===== config.mk =====
export PLATFORM = sky130hd
export DESIGN_NAME = wb_port_array
export DESIGN_NICKNAME = d
export VERILOG_FILES = /design/src/rtl/wbpa_pkg.sv /design/src/rtl/wbpa_fifo.sv /design/src/rtl/wbpa_port.sv /design/src/rtl/wbpa_ctrl.sv /design/src/rtl/wb_port_array.sv
export SDC_FILE = /design/constraint.sdc
export NUM_CORES = 2
export LEC_CHECK = 0
export BUFFER_PORTS_ARGS = -buffer_cell sky130_fd_sc_hd__buf_2
export CAP_MARGIN = 20
export CORE_ASPECT_RATIO = 0.7
export CORE_UTILIZATION = 62
export CTS_CLUSTER_DIAMETER = 200
export CTS_CLUSTER_SIZE = 30
export DETAILED_ROUTE_END_ITERATION = 12
export PLACE_DENSITY = 0.79
export SETUP_SLACK_MARGIN = 0.15
export SLEW_MARGIN = 0
export SYNTH_ARGS = -nofsm -noshare
export SYNTH_HDL_FRONTEND = slang
export SYNTH_SLANG_ARGS = --single-unit

===== constraint.sdc =====
create_clock -name clk -period 6.5 [get_ports clk]
set_clock_uncertainty 0.2 [all_clocks]
set_input_delay 0 -clock clk [delete_from_list [all_inputs] [get_ports clk]]
set_output_delay 0 -clock clk [all_outputs]
set_load 0.01 [all_outputs]

===== src/rtl/wbpa_pkg.sv =====
package wbpa_pkg;
  typedef enum logic {
    ST_IDLE = 1'b0,
    ST_DONE = 1'b1
  } acc_state_e;
endpackage


===== src/rtl/wbpa_fifo.sv =====
module wbpa_fifo #(
  parameter int DW    = 32,
  parameter int DEPTH = 16
) (
  input  logic          clk,
  input  logic          rst_n,
  input  logic          push,
  input  logic [DW-1:0] push_data,
  input  logic          pop,
  output logic [DW-1:0] head,
  output logic          full,
  output logic          empty
);
  localparam int AW = (DEPTH > 1) ? $clog2(DEPTH) : 1;
  localparam int CW = $clog2(DEPTH + 1);

  logic [DW-1:0] mem [DEPTH];
  logic [AW-1:0] wr_q, wr_d, rd_q, rd_d;
  logic [CW-1:0] cnt_q, cnt_d;
  logic          do_push, do_pop;

  assign full    = (cnt_q == CW'(DEPTH));
  assign empty   = (cnt_q == '0);
  assign do_push = push && !full;
  assign do_pop  = pop && !empty;
  assign head    = mem[rd_q];

  always_comb begin
    wr_d  = wr_q;
    rd_d  = rd_q;
    cnt_d = cnt_q;
    if (do_push) wr_d = (wr_q == AW'(DEPTH - 1)) ? '0 : wr_q + 1'b1;
    if (do_pop)  rd_d = (rd_q == AW'(DEPTH - 1)) ? '0 : rd_q + 1'b1;
    if (do_push && !do_pop)      cnt_d = cnt_q + 1'b1;
    else if (do_pop && !do_push) cnt_d = cnt_q - 1'b1;
  end

  always_ff @(posedge clk or negedge rst_n) begin
    if (!rst_n) begin
      wr_q  <= '0;
      rd_q  <= '0;
      cnt_q <= '0;
    end else begin
      wr_q  <= wr_d;
      rd_q  <= rd_d;
      cnt_q <= cnt_d;
    end
  end

  always_ff @(posedge clk) begin
    if (do_push) mem[wr_q] <= push_data;
  end
endmodule


===== src/rtl/wbpa_port.sv =====
module wbpa_port #(
  parameter int DW    = 32,
  parameter int DEPTH = 16
) (
  input  logic          clk,
  input  logic          rst_n,
  input  logic          bus_push,
  input  logic [DW-1:0] bus_wdata,
  input  logic          bus_pop,
  output logic [DW-1:0] bus_rhead,
  output logic          out_full,
  output logic          in_empty,
  output logic          src_valid,
  output logic [DW-1:0] src_data,
  input  logic          src_ready,
  input  logic          snk_valid,
  input  logic [DW-1:0] snk_data,
  output logic          snk_ready
);
  logic out_empty, in_full;

  wbpa_fifo #(.DW(DW), .DEPTH(DEPTH)) u_out (
    .clk(clk), .rst_n(rst_n),
    .push(bus_push), .push_data(bus_wdata),
    .pop(src_ready), .head(src_data),
    .full(out_full), .empty(out_empty)
  );

  wbpa_fifo #(.DW(DW), .DEPTH(DEPTH)) u_in (
    .clk(clk), .rst_n(rst_n),
    .push(snk_valid), .push_data(snk_data),
    .pop(bus_pop), .head(bus_rhead),
    .full(in_full), .empty(in_empty)
  );

  assign src_valid = !out_empty;
  assign snk_ready = !in_full;
endmodule


===== src/rtl/wbpa_ctrl.sv =====
module wbpa_ctrl
  import wbpa_pkg::*;
#(
  parameter int PORT_BITS = 2,
  parameter int DW        = 32,
  parameter int TIMEOUT   = 256,
  localparam int NP       = 1 << PORT_BITS,
  localparam int ADR_W    = PORT_BITS + 3
) (
  input  logic             clk,
  input  logic             rst_n,
  input  logic             cyc,
  input  logic             stb,
  input  logic             we,
  input  logic [ADR_W-1:2] adr,
  input  logic [NP-1:0]    out_full,
  input  logic [NP-1:0]    in_empty,
  input  logic [NP*DW-1:0] rd_heads,
  output logic [NP-1:0]    wr_push,
  output logic [NP-1:0]    rd_pop,
  output logic [DW-1:0]    dat_o,
  output logic             ack_o,
  output logic             err_o
);
  localparam int WCW = $clog2(TIMEOUT) + 1;

  acc_state_e            st_q, st_d;
  logic [WCW-1:0]        wait_q, wait_d;
  logic                  ack_q, ack_d, err_q, err_d;
  logic [DW-1:0]         dat_q, dat_d;
  logic                  dat_en;
  logic                  req, is_stat, blocked, go, expire;
  logic [PORT_BITS-1:0]  sel;
  logic [DW-1:0]         stat_word, head_sel;

  assign req     = cyc && stb && (st_q == ST_IDLE);
  assign is_stat = adr[PORT_BITS+2];
  assign sel     = adr[PORT_BITS+1:2];
  assign blocked = !is_stat && (we ? out_full[sel] : in_empty[sel]);
  assign go      = req && !blocked;
  assign expire  = req && blocked && (wait_q == WCW'(TIMEOUT - 1));
  assign head_sel = rd_heads[sel*DW +: DW];

  always_comb begin
    stat_word = '0;
    stat_word[NP-1:0]    = out_full;
    stat_word[2*NP-1:NP] = in_empty;
  end

  generate
    for (genvar p = 0; p < NP; p++) begin : g_strobe
      assign wr_push[p] = go && we  && !is_stat && (sel == PORT_BITS'(p));
      assign rd_pop[p]  = go && !we && !is_stat && (sel == PORT_BITS'(p));
    end
  endgenerate

  always_comb begin
    st_d   = st_q;
    wait_d = '0;
    ack_d  = 1'b0;
    err_d  = 1'b0;
    dat_en = 1'b0;
    dat_d  = is_stat ? stat_word : head_sel;
    case (st_q)
      ST_IDLE: begin
        if (go) begin
          st_d   = ST_DONE;
          ack_d  = 1'b1;
          dat_en = !we;
        end else if (expire) begin
          st_d  = ST_DONE;
          err_d = 1'b1;
        end else if (req) begin
          wait_d = wait_q + 1'b1;
        end
      end
      default: st_d = ST_IDLE;
    endcase
  end

  always_ff @(posedge clk or negedge rst_n) begin
    if (!rst_n) begin
      st_q   <= ST_IDLE;
      wait_q <= '0;
      ack_q  <= 1'b0;
      err_q  <= 1'b0;
      dat_q  <= '0;
    end else begin
      st_q   <= st_d;
      wait_q <= wait_d;
      ack_q  <= ack_d;
      err_q  <= err_d;
      if (dat_en) dat_q <= dat_d;
    end
  end

  assign dat_o = dat_q;
  assign ack_o = ack_q;
  assign err_o = err_q;
endmodule


===== src/rtl/wb_port_array.sv =====
module wb_port_array #(
  parameter int PORT_BITS = 2,
  parameter int DW        = 32,
  parameter int DEPTH     = 16,
  parameter int TIMEOUT   = 256,
  localparam int NP       = 1 << PORT_BITS,
  localparam int ADR_W    = PORT_BITS + 3
) (
  input  logic             clk,
  input  logic             rst_n,
  input  logic             wb_cyc_i,
  input  logic             wb_stb_i,
  input  logic             wb_we_i,
  input  logic [ADR_W-1:2] wb_adr_i,
  input  logic [DW-1:0]    wb_dat_i,
  output logic [DW-1:0]    wb_dat_o,
  output logic             wb_ack_o,
  output logic             wb_err_o,
  output logic [NP-1:0]    src_valid_o,
  output logic [NP*DW-1:0] src_data_o,
  input  logic [NP-1:0]    src_ready_i,
  input  logic [NP-1:0]    snk_valid_i,
  input  logic [NP*DW-1:0] snk_data_i,
  output logic [NP-1:0]    snk_ready_o
);
  logic [1:0]       rst_sync_q;
  logic             rst_sync_n;
  logic [NP-1:0]    wr_push, rd_pop, out_full, in_empty;
  logic [NP*DW-1:0] rd_heads;

  always_ff @(posedge clk or negedge rst_n) begin
    if (!rst_n) rst_sync_q <= 2'b00;
    else        rst_sync_q <= {rst_sync_q[0], 1'b1};
  end
  assign rst_sync_n = rst_sync_q[1];

  wbpa_ctrl #(.PORT_BITS(PORT_BITS), .DW(DW), .TIMEOUT(TIMEOUT)) u_ctrl (
    .clk(clk), .rst_n(rst_sync_n),
    .cyc(wb_cyc_i), .stb(wb_stb_i), .we(wb_we_i), .adr(wb_adr_i),
    .out_full(out_full), .in_empty(in_empty), .rd_heads(rd_heads),
    .wr_push(wr_push), .rd_pop(rd_pop),
    .dat_o(wb_dat_o), .ack_o(wb_ack_o), .err_o(wb_err_o)
  );

  generate
    for (genvar p = 0; p < NP; p++) begin : g_port
      wbpa_port #(.DW(DW), .DEPTH(DEPTH)) u_port (
        .clk(clk), .rst_n(rst_sync_n),
        .bus_push(wr_push[p]), .bus_wdata(wb_dat_i),
        .bus_pop(rd_pop[p]), .bus_rhead(rd_heads[p*DW +: DW]),
        .out_full(out_full[p]), .in_empty(in_empty[p]),
        .src_valid(src_valid_o[p]), .src_data(src_data_o[p*DW +: DW]),
        .src_ready(src_ready_i[p]),
        .snk_valid(snk_valid_i[p]), .snk_data(snk_data_i[p*DW +: DW]),
        .snk_ready(snk_ready_o[p])
      );
    end
  endgenerate
endmodule


==> impl_metrics.py <==
metrics = {
    "run_status": {
        "status": "finished clean",
    },
    "setup_path": {
        "path_cells": "nand3b_1 -> dlygate4sd3_1 -> buf_4 -> a2111oi_4 -> nand3_1 -> nor2_4 -> buf_4",
        "critical_path.startpoint_type": "register",
        "crit_type": "register to register",
        "cp_slowest_cell": "a2111oi_4",
        "cp_data_arrival_time_ps": 4920,
        "crit_top_cell": "buf_4",
        "path_delay_family": "simple AND/OR/NAND/NOR gates",
        "end_kind": "register",
        "path_buf_inv": 3,
        "crit_required_ps": 6920,
        "cpPeakStageDelay_ps": 1000,
        "critical_path.max_fanout": 20,
    },
    "floorplanning": {
        "die_area_um2": 268000,
        "row_count": 157,
        "die_w_um": 618,
        "core_area_um2": 263000,
        "io_pins": 346,
        "start_util_pct": 62.7,
        "die_h_um": 433,
    },
    "drt": {
        "antenna_left": 0,
        "wl_per_cell_um": 32.9,
        "dr_total_vias": 86099,
        "viasPerCell": 6.84,
        "wirelength_mm": 414,
        "first_pass_iters": 8,
        "drcViolationCount": 0,
        "drt_iter0_markers": 13119,
    },
    "yosys": {
        "yosysMostFrequentCell": "edfxtp_1",
        "syn_area_per_cell_um2": 19.7,
        "synth_edf_count": 4096,
        "ys_seq_area_share_pct": 77.0,
        "synth_top_area_share_pct": 74.7,
        "synth_flop_cell": "edfxtp_1",
        "synthesis.nets": 8638,
        "synth_cell_types": 58,
        "synth_area_leaders": "edfxtp_1, mux4_2, mux2i_1, dfrtp_1, a22oi_1",
        "ys_top_cells_by_count": "edfxtp_1, mux2i_1, mux4_2",
        "synthArstFlopShare_pct": 3.53,
        "synth_cells": 8377,
        "netlist_area_um2": 165000,
        "ys_warn_count": 0,
        "yosysTopAreaCell": "edfxtp_1",
        "ys_ff_latch": 4246,
    },
    "layout": {
        "syn2layout_area_growth_pct": 9.20,
        "nets": 9227,
        "ff_latch_area_um2": 127000,
        "multi_input_area_um2": 36600,
        "drive_above_1_share_pct": 17.0,
        "num-fill-cells": 15836,
    },
    "global_route": {
        "grt_pass1_vias": 83908,
        "grt_usage_pct": 30.6,
        "grt_max_degree": 133,
        "grt_pass1_wl_mm": 588,
        "grt.overflow.total": 0,
        "grt_antenna_before_repair": 57,
        "met3_usage_pct": 8.26,
        "top_usage_layer": "met2",
        "grt_use_met2_pct": 45.8,
        "use_met1_pct": 44.2,
    },
    "placed_design": {
        "dp_hpwl_mm": 244,
        "gp_congestion": 0.915,
        "io_buffer_count": 345,
    },
    "sta": {
        "holdWs_ps": 83.7,
        "setup_viol": 0,
        "drv_slew": 0,
        "tns_ps": 0,
        "min_period_over_period_pct": 69.3,
        "fin_crit_ps": 4510,
        "finalHoldViolCount": 0,
        "max_slew_margin_pct": 19.7,
        "worst_slew_pin_slew_ps": 1200,
        "rsz0062_at_grt": "no",
        "max_freq_ghz": 0.222,
    },
    "clock_network": {
        "ctsRootBufferMaster": "clkbuf_16",
        "cts_max_level": 4,
        "clockBufferDepth": 4,
        "clkTransAtPathRegs_ps": 110,
        "clkLatencyLatePin_ps": 940,
        "post_cts_resized": 0,
        "cts_tree": "built",
        "cts_num_sinks": 4246,
        "cts_buffers": 167,
    },
    "power_and_ir_drop": {
        "p_per_area_nw_per_um2": 347,
        "ir_drop_mv": 0.437,
        "p_leak_nw": 56.2,
    },
    "job": {
        "drv_cap": 0,
    },
    "hold_path": {
        "hp-class": "register to async pin",
    },
}
[final timing paths]
| kind | depth (start not counted) | start | to | slack, ps |
|---|---|---|---|---|
| max in group asynchronous | 1 | rst_sync_q[1] | g_port[3].u_port.u_out.rd_q[0] | 4630 |
| hold / removal | 0 | rst_sync_q[1] | u_ctrl.wait_q[8] | 80 |
| setup reg to reg | 7 | u_ctrl.st_q | g_port[3].u_port.u_out.mem[14][25] | 1990 |
| min in group clk | 3 | wb_dat_i[12] | g_port[3].u_port.u_out.mem[3][12] | 100 |
| setup / recovery | 7 | u_ctrl.st_q | g_port[3].u_port.u_out.mem[14][25] | 1990 |
| hold reg to reg | 0 | rst_sync_q[1] | u_ctrl.wait_q[8] | 80 |
[cell usage in the layout (no fill, tap or decap), drive strengths merged, types with 3 or more instances in the layout]
cell,instances
nor3,62
a22oi,486
buf,576
inv,57
and3,10
nand2,263
a21oi,88
a211oi,8
mux4,536
fa,8
a22o,25
nor2b,25
nor2,120
edfxtp,4096
nor3b,3
o2111ai,4
o31ai,5
o211ai,4
o21ai,194
a221oi,64
ha,77
dlygate4sd3,318
nor4,10
diode,37
mux2,61
o32ai,3
nand2b,19
xor2,15
dfrtp,150
xnor2,47
and2,35
o41ai,5
a311oi,7
mux2i,1072
clkbuf,260
a21o,26
nand4,40
nand3,262
a2111oi,3
[cell type report]
type                            instances  area share (%)
Timing Repair Buffer                  895            3.97
Sequential cell                      4246            70.5
Inverter                               54           0.113
Clock buffer                          259            2.55
Multi-Input combinational cell       3602            20.3
Antenna cell                           37          0.0515
Clock inverter                          4          0.0341
Tap cell                             3498            2.43
[power by group]
group | internal, W | leakage (nW) | total [W] | switching [W]
combinational | 0.00682 | 15.3 | 0.0166 | 0.00979
clock | 0.00497 | 2.23 | 0.0128 | 0.00788
sequential | 0.0316 | 38.8 | 0.0329 | 0.00132
total | 0.0433 | 56.2 | 0.0623 | 0.0190
[per-stage QoR]
| stage | setup WS [ps] | utilization [%] | cells | power (W) | area, um^2 |
|---|---|---|---|---|---|
| 6_report | 1990 | 68.4 | 12595 | 0.0623 | 180000 |
| 5_1_grt | 1910 | 68.4 | 12579 | 0.0642 | 180000 |
| 4_1_cts | 2060 | 68.2 | 12537 | 0.0622 | 179000 |
| 3_5_place_dp | 2490 | 65.2 | 11956 | 0.0496 | 171000 |
| 3_3_place_gp | 2470 | 65.2 | 11944 | 0.0491 | 171000 |
| 2_1_floorplan | 1810 | - | 8377 | 0.0437 | 165000 |
[flip-flops by register name (all words and copies together) (netlist names)]
| register | count |
|---|---|
| u_ctrl.st_q | 1 |
| g_port.u_port.u_in.cnt_q | 20 |
| g_port.u_port.u_in.mem | 2048 |
| g_port.u_port.u_out.rd_q | 16 |
| g_port.u_port.u_out.cnt_q | 20 |
| rst_sync_q | 2 |
| u_ctrl.err_o | 1 |
| u_ctrl.ack_o | 1 |
| g_port.u_port.u_in.wr_q | 16 |
| u_ctrl.dat_o | 32 |
| g_port.u_port.u_in.rd_q | 16 |
| u_ctrl.wait_q | 9 |
| g_port.u_port.u_out.mem | 2048 |
| g_port.u_port.u_out.wr_q | 16 |
[kinds of logic (layout without fill, tap and decap cells)]
family,count (synthesis),in the layout,share of synthesized area (%)
other,1,38,0.00228
adder cells (fa/ha/maj),85,85,0.682
AO/OA/AOI/OAI,929,929,3.91
multiplexers,1669,1669,14.3
XOR/XNOR,62,62,0.330
AND/OR/NAND/NOR,856,856,2.45
flip-flops,4246,4246,77.0
buffers and inverters,529,1212,1.40
[what timing repair did]
item	CTS	global route
setup buffers	0	0
hold endpoints to repair	4361	0
hold buffers	318	0
[layer usage]
metal | up-vias | share of wire (%)
li1 | 35123 | -
met1 | 44350 | 37
met4 | 20 | 4.1
met5 | - | 0.032
met2 | 5804 | 45
met3 | 802 | 13
Power figures use the tool's default switching activity.
